<file path="src/rtl/ctrl3w_pkg.sv">
package ctrl3w_pkg;
    localparam int BYTE_W = 8;
    localparam int ADDR_W = 6;
    localparam int VOL_W  = 6;
    localparam int TONE_W = 5;
    localparam int SEL_W  = 2;
    localparam int SYNC_STAGES = 2;
    localparam logic [ADDR_W-1:0] DEV_ADDR = 6'b000101;

    typedef enum logic [1:0] {
        GRP_NONE = 2'd0,
        GRP_LVL  = 2'd1,
        GRP_STAT = 2'd2
    } grp_e;

    typedef struct packed {
        logic [VOL_W-1:0]  vol_r;
        logic [VOL_W-1:0]  vol_l;
        logic [TONE_W-1:0] bass;
        logic [TONE_W-1:0] treb;
        logic [1:0]        tmode;
        logic              deemph;
        logic [SEL_W-1:0]  sel_r;
        logic [SEL_W-1:0]  sel_l;
    } ctl_regs_t;

    localparam ctl_regs_t REGS_RST = '{
        vol_r: '0, vol_l: '0, bass: '0, treb: '0,
        tmode: 2'b00, deemph: 1'b0, sel_r: 2'b01, sel_l: 2'b10
    };
endpackage

</file>
<file path="src/rtl/ctrl3w_sync.sv">
module ctrl3w_sync #(
    parameter int W      = 3,
    parameter int STAGES = 2
) (
    input  logic         clk,
    input  logic         rst_n,
    input  logic [W-1:0] din,
    output logic [W-1:0] dout
);
    logic [STAGES-1:0][W-1:0] stg_d, stg_q;

    always_comb begin
        stg_d[0] = din;
        for (int i = 1; i < STAGES; i++) begin
            stg_d[i] = stg_q[i-1];
        end
    end

    always_ff @(posedge clk or negedge rst_n) begin
        if (!rst_n) stg_q <= '0;
        else        stg_q <= stg_d;
    end

    assign dout = stg_q[STAGES-1];
endmodule

</file>
<file path="src/rtl/ctrl3w_shift.sv">
module ctrl3w_shift
    import ctrl3w_pkg::*;
(
    input  logic              clk,
    input  logic              rst_n,
    input  logic              s_clk,
    input  logic              s_mode,
    input  logic              s_data,
    output logic              byte_vld,
    output logic              byte_is_addr,
    output logic [BYTE_W-1:0] byte_val
);
    localparam int CNT_W = $clog2(BYTE_W);
    localparam logic [CNT_W-1:0] LAST_BIT = CNT_W'(BYTE_W - 1);

    typedef struct packed {
        logic              clk_prev;
        logic              mode_prev;
        logic [CNT_W-1:0]  cnt;
        logic [BYTE_W-1:0] shreg;
        logic              vld;
        logic              is_addr;
        logic [BYTE_W-1:0] out;
    } sh_t;

    sh_t sh_d, sh_q;
    logic [BYTE_W-1:0] shifted;

    always_comb begin
        sh_d           = sh_q;
        sh_d.vld       = 1'b0;
        sh_d.clk_prev  = s_clk;
        sh_d.mode_prev = s_mode;
        shifted        = {s_data, sh_q.shreg[BYTE_W-1:1]};
        if (s_mode != sh_q.mode_prev) begin
            sh_d.cnt = '0;
        end else if (s_clk && !sh_q.clk_prev) begin
            sh_d.shreg = shifted;
            if (sh_q.cnt == LAST_BIT) begin
                sh_d.cnt     = '0;
                sh_d.vld     = 1'b1;
                sh_d.out     = shifted;
                sh_d.is_addr = !s_mode;
            end else begin
                sh_d.cnt = sh_q.cnt + 1'b1;
            end
        end
    end

    always_ff @(posedge clk or negedge rst_n) begin
        if (!rst_n) sh_q <= '0;
        else        sh_q <= sh_d;
    end

    assign byte_vld     = sh_q.vld;
    assign byte_is_addr = sh_q.is_addr;
    assign byte_val     = sh_q.out;
endmodule

</file>
<file path="src/rtl/ctrl3w_regs.sv">
module ctrl3w_regs
    import ctrl3w_pkg::*;
(
    input  logic              clk,
    input  logic              rst_n,
    input  logic              byte_vld,
    input  logic              byte_is_addr,
    input  logic [BYTE_W-1:0] byte_val,
    output grp_e              grp,
    output ctl_regs_t         regs
);
    typedef struct packed {
        grp_e      grp;
        ctl_regs_t regs;
    } rf_t;

    rf_t rf_d, rf_q;

    always_comb begin
        rf_d = rf_q;
        if (byte_vld) begin
            if (byte_is_addr) begin
                rf_d.grp = GRP_NONE;
                if (byte_val[BYTE_W-1:BYTE_W-ADDR_W] == DEV_ADDR) begin
                    case (byte_val[1:0])
                        2'b00:   rf_d.grp = GRP_LVL;
                        2'b10:   rf_d.grp = GRP_STAT;
                        default: rf_d.grp = GRP_NONE;
                    endcase
                end
            end else begin
                case (rf_q.grp)
                    GRP_LVL: begin
                        case (byte_val[7:6])
                            2'b00: rf_d.regs.vol_r = byte_val[VOL_W-1:0];
                            2'b01: rf_d.regs.vol_l = byte_val[VOL_W-1:0];
                            2'b10: rf_d.regs.bass  = byte_val[TONE_W-1:0];
                            2'b11: rf_d.regs.treb  = byte_val[TONE_W-1:0];
                            default: ;
                        endcase
                    end
                    GRP_STAT: begin
                        if (!byte_val[7]) begin
                            rf_d.regs.tmode  = byte_val[6:5];
                            rf_d.regs.deemph = byte_val[4];
                            rf_d.regs.sel_r  = byte_val[3:2];
                            rf_d.regs.sel_l  = byte_val[1:0];
                        end
                    end
                    default: ;
                endcase
            end
        end
    end

    always_ff @(posedge clk or negedge rst_n) begin
        if (!rst_n) begin
            rf_q.grp  <= GRP_NONE;
            rf_q.regs <= REGS_RST;
        end else begin
            rf_q <= rf_d;
        end
    end

    assign grp  = rf_q.grp;
    assign regs = rf_q.regs;
endmodule

</file>
<file path="src/rtl/ctrl3w_rx.sv">
module ctrl3w_rx
    import ctrl3w_pkg::*;
(
    input  logic              clk,
    input  logic              rst_n,
    input  logic              ctl_data_i,
    input  logic              ctl_mode_i,
    input  logic              ctl_clk_i,
    output logic [VOL_W-1:0]  vol_right_o,
    output logic [VOL_W-1:0]  vol_left_o,
    output logic [TONE_W-1:0] bass_o,
    output logic [TONE_W-1:0] treble_o,
    output logic [1:0]        tone_mode_o,
    output logic              deemph_o,
    output logic [SEL_W-1:0]  sel_right_o,
    output logic [SEL_W-1:0]  sel_left_o
);
    logic [2:0]        s_lines;
    logic              s_clk, s_mode, s_data;
    logic              byte_vld, byte_is_addr;
    logic [BYTE_W-1:0] byte_val;
    grp_e              cur_grp;
    ctl_regs_t         regs_q;

    ctrl3w_sync #(.W(3), .STAGES(SYNC_STAGES)) sync_i (
        .clk  (clk),
        .rst_n(rst_n),
        .din  ({ctl_clk_i, ctl_mode_i, ctl_data_i}),
        .dout (s_lines)
    );

    assign s_clk  = s_lines[2];
    assign s_mode = s_lines[1];
    assign s_data = s_lines[0];

    ctrl3w_shift shift_i (
        .clk         (clk),
        .rst_n       (rst_n),
        .s_clk       (s_clk),
        .s_mode      (s_mode),
        .s_data      (s_data),
        .byte_vld    (byte_vld),
        .byte_is_addr(byte_is_addr),
        .byte_val    (byte_val)
    );

    ctrl3w_regs regs_i (
        .clk         (clk),
        .rst_n       (rst_n),
        .byte_vld    (byte_vld),
        .byte_is_addr(byte_is_addr),
        .byte_val    (byte_val),
        .grp         (cur_grp),
        .regs        (regs_q)
    );

    assign vol_right_o = regs_q.vol_r;
    assign vol_left_o  = regs_q.vol_l;
    assign bass_o      = regs_q.bass;
    assign treble_o    = regs_q.treb;
    assign tone_mode_o = regs_q.tmode;
    assign deemph_o    = regs_q.deemph;
    assign sel_right_o = regs_q.sel_r;
    assign sel_left_o  = regs_q.sel_l;
endmodule

</file>
<file path="config.mk">
export PLATFORM = sky130hd
export DESIGN_NAME = ctrl3w_rx
export DESIGN_NICKNAME = d
export VERILOG_FILES = /design/src/rtl/ctrl3w_pkg.sv /design/src/rtl/ctrl3w_sync.sv /design/src/rtl/ctrl3w_shift.sv /design/src/rtl/ctrl3w_regs.sv /design/src/rtl/ctrl3w_rx.sv
export SDC_FILE = /design/constraint.sdc
export NUM_CORES = 1
export LEC_CHECK = 0
export BUFFER_PORTS_ARGS = -buffer_cell sky130_fd_sc_hd__buf_2
export CORE_ASPECT_RATIO = 0.75
export CORE_UTILIZATION = 50
export DETAILED_ROUTE_END_ITERATION = 16
export GPL_TIMING_DRIVEN = 1
export PLACE_DENSITY = 0.81
export SETUP_SLACK_MARGIN = 0.02
export SLEW_MARGIN = 20
export SYNTH_ARGS = -nofsm -noshare
export SYNTH_HDL_FRONTEND = slang
export SYNTH_SLANG_ARGS = --single-unit
</file>
<file path="constraint.sdc">
create_clock -name clk -period 1.5 [get_ports clk]
set_input_delay 0.075 -clock clk [delete_from_list [all_inputs] [get_ports clk]]
set_output_delay 0.075 -clock clk [all_outputs]
set_load 0.01 [all_outputs]
</file>
==> results of run 1 <==
where the power goes:
group | total, uW | internal [uW] | leakage, uW | switching (uW)
registers | 1770 | 1690 | 0.000785 | 82.9
clock network | 1420 | 857 | 0.000101 | 558
logic | 234 | 153 | 0.000650 | 81.0
total | 3420 | 2700 | 0.00154 | 722
stage by stage:
stage	worst slack (ps)	util	TNS (ps)	cells	instance area, um2
2_1_floorplan	60.5	-	0	140	2280
3_3_place_gp	-13.9	0.606	-100	231	2550
3_5_place_dp	-102	0.606	-733	231	2550
4_1_cts	-38.5	0.687	-216	256	2890
5_1_grt	-78.0	0.702	-603	257	2950
6_report	-25.3	0.702	-161	257	2950
worst register-to-register path, delay by kind of cell (launching register included):
kind                     cells  cell delay (ps)
adder cells (fa/ha/maj)      2              290
buffers and inverters        1              150
flip-flops                   1              420
multiplexers                 1              300
AND/OR/NAND/NOR              2              260
timing repair:
| action | 4_1_cts | 5_1_grt |
|---|---|---|
| cloned | 0 | 0 |
| pin swaps | 2 | 4 |
| gates resized for setup | 16 | 13 |
| hold endpoints to repair | 60 | 0 |
| hold buffers | 4 | 0 |
| setup endpoints to repair | 15 | 19 |
| setup buffers | 5 | 1 |
cell families after synthesis:
group,count (synthesis),synth area share
muxes,48,0.243
DFF,59,0.647
xor gates and xnor gates,1,0.00712
AOI/OAI and AO/OA,2,0.00548
adders and majority gates,3,0.0164
and+or+nand+nor,23,0.0674
buffers and inverters,4,0.0137
cell usage in the layout, fill, tap and decap left out, drive strengths merged, types with 2 or more instances in the layout:
cell / Yosys / routed
dfrtp: 57 / 57
buf: 3 / 45
mux2: 44 / 44
clkbuf: 0 / 14
nor2: 7 / 7
mux2i: 4 / 4
nand2: 4 / 4
dlygate4sd3: 0 / 4
nand3b: 3 / 3
ha: 3 / 3
nand3: 2 / 2
dfstp: 2 / 2
per-layer routing:
metal,vias up,track usage,share of wire,wire [um]
met5,-,0,0,0
met4,0,0.0765,0.018,78
met3,9,0.0977,0.057,251
met2,41,0.314,0.48,2110
met1,678,0.258,0.45,1970
li1,611,-,-,-
synth_stat cells, drive strengths merged:
cell type,number,area share
buf,3,0.012
and3,1,0.0049
dfrtp,57,0.62
ha,3,0.016
inv,1,0.0016
mux2i,4,0.018
nand2b,1,0.0027
o21ai,1,0.0022
dfstp,2,0.023
nor4b,1,0.0038
xor2,1,0.0071
o31ai,1,0.0033
and4,1,0.0038
and4bb,1,0.0071
nand3b,3,0.013
mux2,44,0.23
nand3,2,0.0044
and2b,1,0.0033
nor2b,1,0.0027
nand2,4,0.0066
nor2,7,0.015
flip-flops by register name, summed over array words and instances (netlist names):
register / cells
regs_i.grp: 2
shift_i.byte_is_addr: 1
regs_i.regs: 29
shift_i.byte_vld: 1
sync_i.stg_d: 3
sync_i.dout: 3
shift_i.byte_val: 8
shift_i.sh_q: 12
layout make-up:
cell class / count / area (um2)
Sequential cell: 59 / 1480
Tap cell: 55 / 68.8
Fill cell: 283 / 1250
Clock inverter: 2 / 35.0
Inverter: 1 / 3.75
Clock buffer: 14 / 163
Multi-Input combinational cell: 77 / 875
Timing Repair Buffer: 49 / 327
worst paths after layout:
check	to	slack, ps	depth (start not counted)
max	shift_i.byte_val[4]$_DFFE_PN0P_	-30	6
min	sync_i.dout[0]$_DFF_PN0_	280	3
max reg2reg	shift_i.byte_val[4]$_DFFE_PN0P_	-30	6
min reg2reg	sync_i.dout[0]$_DFF_PN0_	350	0
max in group asynchronous	regs_i.regs[2]$_DFFE_PN1P_	910	3
min in group clk	sync_i.dout[0]$_DFF_PN0_	350	0
==> results.ini, run 1 <==
[outcome]
status = finished with violations
violations = setup timing

[power]
cellPowerDensity_mw_per_mm2 = 1160
total_leakage_power_uw = 0.00154
totalPowerFinal_uw = 3420
vdd_ir_drop_max_v = 0.00105

[sta]
timing.hold.ws_ps = 282
least_setup_slack_across_all_paths_after_layout_ps = -25.3
fmaxAchievable_mhz = 656
grt_setup_unrepaired = yes
maxSlewHeadroom = 0.779
report.final.hold_viol_count = 0
finalSetupViolations = 8
clock-skew-final_ps = 8.34
fin_crit_ps = 1530
final_min_period_over_clock_period = 1.02
tightestPinTransition_ps = 331
timing.final.max_slew_violations = 0

[logic_synthesis]
synth.distinct_cells = 25
syn_inst = 140
syn_area_per_cell_um2 = 16.3
synth-warning-count = 0
cell_area_after_synthesis_mm2 = 0.00228
synth.ff_latch_count = 59
syn-num-nets = 148
sequential_element_share_of_the_synthesized_area = 0.647

[final_layout]
antenna-diode-count = 0
final_layout_size_suffix_gt1_frac = 0.564
finish.net_count = 205
syn2layout_area_growth_pct = 29.2

[floorplanning]
row_count = 20
die_w_um = 80.1
fp.dieH_um = 60.5
floorplan.die_area_mm2 = 0.00485
core_region_area_mm2 = 0.00420
i_o_pin_total = 34
initial_core_util = 0.543

[worst_setup_path]
crit_path_start_kind = flop
crit_path_start = shift_i.sh_q[18]$_DFFE_PN0P_
critical_path_class = flop to flop
critPathBufInv = 1
crit_path_max_incr_delay_ps = 420
cpMaxStageDelayCell = dfrtp_1
arrival_ps = 1740
top_cell_by_count_worst_path = ha_4
required_ps = 1710
path_delay_family = flip-flops
critPathMaxFanout = 5
endpoint_kind = flop
reg2reg_from = shift_i.sh_q[18]$_DFFE_PN0P_
cp_cell_sequence = ha_4 -> ha_4 -> nand3b_1 -> nor2_4 -> buf_6 -> mux2_4

[global_routing]
grt.overflow.total = 0
wire_length_of_the_first_global_routing_pass_um = 6960
number_of_antenna_violations_at_the_first_check_in_global_routing = 0
first_global_vias = 1410
largest_net_degree_at_the_start_of_global_routing = 60
gr_usage_total = 0.205

[clock_tree]
h_tree_depth = 3
tritoncts_buffers = 9
cts.clk_slew.worst_paths_ps = 60
worst_skew_pair.late_latency_ps = 330
cts_tree = done
numClockSinks = 59
ctsRootBufferMaster = clkbuf_8
clock_tree.buffer_depth = 2

[run]
cap_viol_max_count = 0

[drt]
drc = 0
ant_nets = 0
drt_pre_antenna_iters = 3
post_drt_via_cell_ratio = 5.21
wl_um = 4410
drt_first_iter_violations = 68
detailroute.via_count = 1339
wire_per_inst_um = 17.1

[placed_design]
gp_routability_congestion = 0.791
placement.io_buffers = 33
hpwlAfterDp_um = 2660

[worst_hold_path]
hold_path.class = primary input to asynchronous set/reset pin

No activity file was read; power rests on OpenSTA's default activity.
==> run 2: changes to the inputs <==
- CORE_ASPECT_RATIO: 0.75 -> not set
==> results.ini, run 2 (synthesis results as in run 1) <==
[clock_tree]
ctsRootBufferMaster = clkbuf_8  ; unchanged
cts_tree = done  ; unchanged
numClockSinks = 59  ; unchanged
worst_skew_pair.late_latency_ps = 320  ; was 330 ps
cts.clk_slew.worst_paths_ps = 60  ; about the same
clock_tree.buffer_depth = 2  ; unchanged
h_tree_depth = 3  ; unchanged
tritoncts_buffers = 9  ; unchanged

[final_layout]
final_design_area_no_fill_mm2 = 0.00285  ; was 0.00295 mm2
finish.utilization = 0.649  ; was 0.702
syn2layout_area_growth_pct = 24.5  ; was 29.2%
final_cells = 255  ; was 257
finish.net_count = 206  ; was 205
number_of_flip_flops_under_the_largest_register_name = 29  ; unchanged
antenna-diode-count = 0  ; unchanged
mostFrequentLayoutCell = dfrtp_1  ; unchanged
regMostFlops = regs_i.regs  ; unchanged
final_cell_mix = 57 x dfrtp_1, 39 x mux2_2, 33 x buf_2, 10 x clkbuf_8, 10 x buf_4  ; was 56 x dfrtp_1, 33 x buf_2, 24 x mux2_2, 20 x mux2_4, 11 x clkbuf_8
final_layout_size_suffix_gt1_frac = 0.552  ; was 0.564

[worst_setup_path]
critical_path_class = flop to flop  ; unchanged
timing.reg2reg.setup_slack_ps = -8  ; was -30 ps
reg2reg_from = shift_i.sh_q[18]$_DFFE_PN0P_  ; unchanged
cp_cell_sequence = ha_2 -> ha_1 -> nand3b_1 -> nor2_4 -> buf_12 -> mux2_2  ; was ha_4 -> ha_4 -> nand3b_1 -> nor2_4 -> buf_6 -> mux2_4
rr_worst_depth = 6  ; unchanged
critPathMaxFanout = 9  ; was 5
cpMaxStageDelayCell = dfrtp_1  ; unchanged
arrival_ps = 1710  ; was 1740 ps
crit_path_max_incr_delay_ps = 350  ; was 420 ps
required_ps = 1700  ; was 1710 ps
worst_reg2reg_path_endpoint = shift_i.byte_val[3]$_DFFE_PN0P_  ; was shift_i.byte_val[4]$_DFFE_PN0P_
endpoint_kind = flop  ; unchanged
crit_path_start_kind = flop  ; unchanged

[power]
total_leakage_power_uw = 0.00149  ; was 0.00154 uW
vdd_ir_drop_max_v = 0.000678  ; was 0.00105 V
cellPowerDensity_mw_per_mm2 = 1160  ; about the same

[sta]
report.final.hold_viol_count = 0  ; unchanged
least_setup_slack_across_all_paths_after_layout_ps = -7.69  ; was -25.3 ps
fmaxAchievable_mhz = 663  ; was 656 MHz
tightestPinTransition_ps = 558  ; was 331 ps
fin_crit_ps = 1510  ; was 1530 ps
grt_setup_unrepaired = yes  ; unchanged
clock-skew-final_ps = 9.60  ; was 8.34 ps
final_min_period_over_clock_period = 1.01  ; was 1.02
maxSlewHeadroom = 0.628  ; was 0.779
finalSetupViolations = 5  ; was 8
timing.final.max_slew_violations = 0  ; unchanged
setup_total_negative_slack_ps = -28.6  ; was -161 ps

[global_routing]
gr_usage_total = 0.199  ; was 0.205
grt.overflow.total = 0  ; unchanged
largest_net_degree_at_the_start_of_global_routing = 26  ; was 60
first_global_vias = 1443  ; was 1410
number_of_antenna_violations_at_the_first_check_in_global_routing = 0  ; unchanged
wire_length_of_the_first_global_routing_pass_um = 7250  ; was 6960 um

[floorplanning]
initial_core_util = 0.521  ; was 0.543
fp.dieH_um = 69.6  ; was 60.5 um
row_count = 24  ; was 20
i_o_pin_total = 34  ; unchanged
core_region_area_mm2 = 0.00438  ; was 0.00420 mm2
die_w_um = 69.6  ; was 80.1 um
floorplan.die_area_mm2 = 0.00484  ; was 0.00485 mm2

[drt]
drt_pre_antenna_iters = 4  ; was 3
wire_per_inst_um = 16.5  ; was 17.1 um
detailroute.via_count = 1324  ; was 1339
wl_um = 4210  ; was 4410 um
drt_first_iter_violations = 40  ; was 68
drc = 0  ; unchanged
post_drt_via_cell_ratio = 5.19  ; was 5.21
ant_nets = 0  ; unchanged

[worst_hold_path]
hold_path.class = primary input to asynchronous set/reset pin  ; unchanged

[placed_design]
place_inst = 231  ; unchanged
gp_routability_congestion = 0.795  ; was 0.791
hpwlAfterDp_um = 2900  ; was 2660 um
pre_cts_slack_ps = -63.0  ; was -102 ps
placement.io_buffers = 33  ; unchanged
postPlaceCellArea_mm2 = 0.00257  ; was 0.00255 mm2

[outcome]
violations = setup timing  ; unchanged
status = finished with violations  ; unchanged

[run]
cap_viol_max_count = 0  ; unchanged

run 2: changes by cell type in the layout (fill, tap and decap cells not counted), moves of 2 or more:
cell	before	now
ha_4	2	0
mux2_4	20	5
buf_6	3	1
mux2_2	24	39
buf_4	7	10
run 2: worst max-delay path: cells and delay by family (launching register included):
kind / cells / cell delay (ps)
and+or+nand+nor: 2 / 240
muxes: 1 / 330
buffers and inverters: 1 / 130
adders and majority gates: 2 / 330
DFF: 1 / 350
run 2: final cells by class:
type | instances | area (um2)
multi-input combinational | 77 | 777
clock buffer | 13 | 149
fill | 328 | 1540
clock inverter | 3 | 40.0
tap | 52 | 65.1
timing repair buffer | 50 | 332
inverter | 1 | 3.75
sequential | 59 | 1480
run 2: power by group:
| group | switching, uW | total [uW] | internal [uW] |
|---|---|---|---|
| Sequential | 69.3 | 1760 | 1690 |
| Combinational | 75.2 | 179 | 103 |
| Clock | 554 | 1360 | 809 |
| Total | 698 | 3300 | 2600 |
run 2: layer usage:
metal	GRT usage	routed length, um	vias to the layer above
li1	-	-	607
met4	0.0998	87	0
met5	0	0	-
met1	0.249	1910	671
met2	0.323	2060	36
met3	0.0494	149	10
run 2: repair_timing:
action                     4_1_cts  5_1_grt
setup endpoints to repair        8       16
setup buffers                    2        2
cloned                           0        0
hold buffers                     4        0
pin swaps                        1        2
hold endpoints to repair        23        0
gates resized for setup          1        1
run 2: worst max-delay path by stage:
| stage | from | to | slack (ps) | depth (start not counted) |
|---|---|---|---|---|
| after global placement | shift_i.sh_q[18]$_DFFE_PN0P_ | shift_i.byte_val[4]$_DFFE_PN0P_ | 10 | 5 |
| final | shift_i.sh_q[18]$_DFFE_PN0P_ | shift_i.byte_val[3]$_DFFE_PN0P_ | -8 | 6 |
| after global routing | shift_i.sh_q[19]$_DFFE_PN0P_ | shift_i.byte_val[2]$_DFFE_PN0P_ | -60 | 6 |
| after CTS | shift_i.sh_q[19]$_DFFE_PN0P_ | shift_i.byte_val[1]$_DFFE_PN0P_ | -40 | 6 |
| after detailed placement | shift_i.sh_q[18]$_DFFE_PN0P_ | shift_i.byte_val[6]$_DFFE_PN0P_ | -60 | 5 |
| after floorplan | shift_i.sh_q[18]$_DFFE_PN0P_ | shift_i.byte_val[0]$_DFFE_PN0P_ | 60 | 5 |
run 2: through the flow:
stage	total power [uW]	hold slack, ps
after global placement	1930	79.2
after global routing	3440	333
after floorplan	1850	-221
after CTS	3330	293
after detailed placement	1950	101
final	3300	276
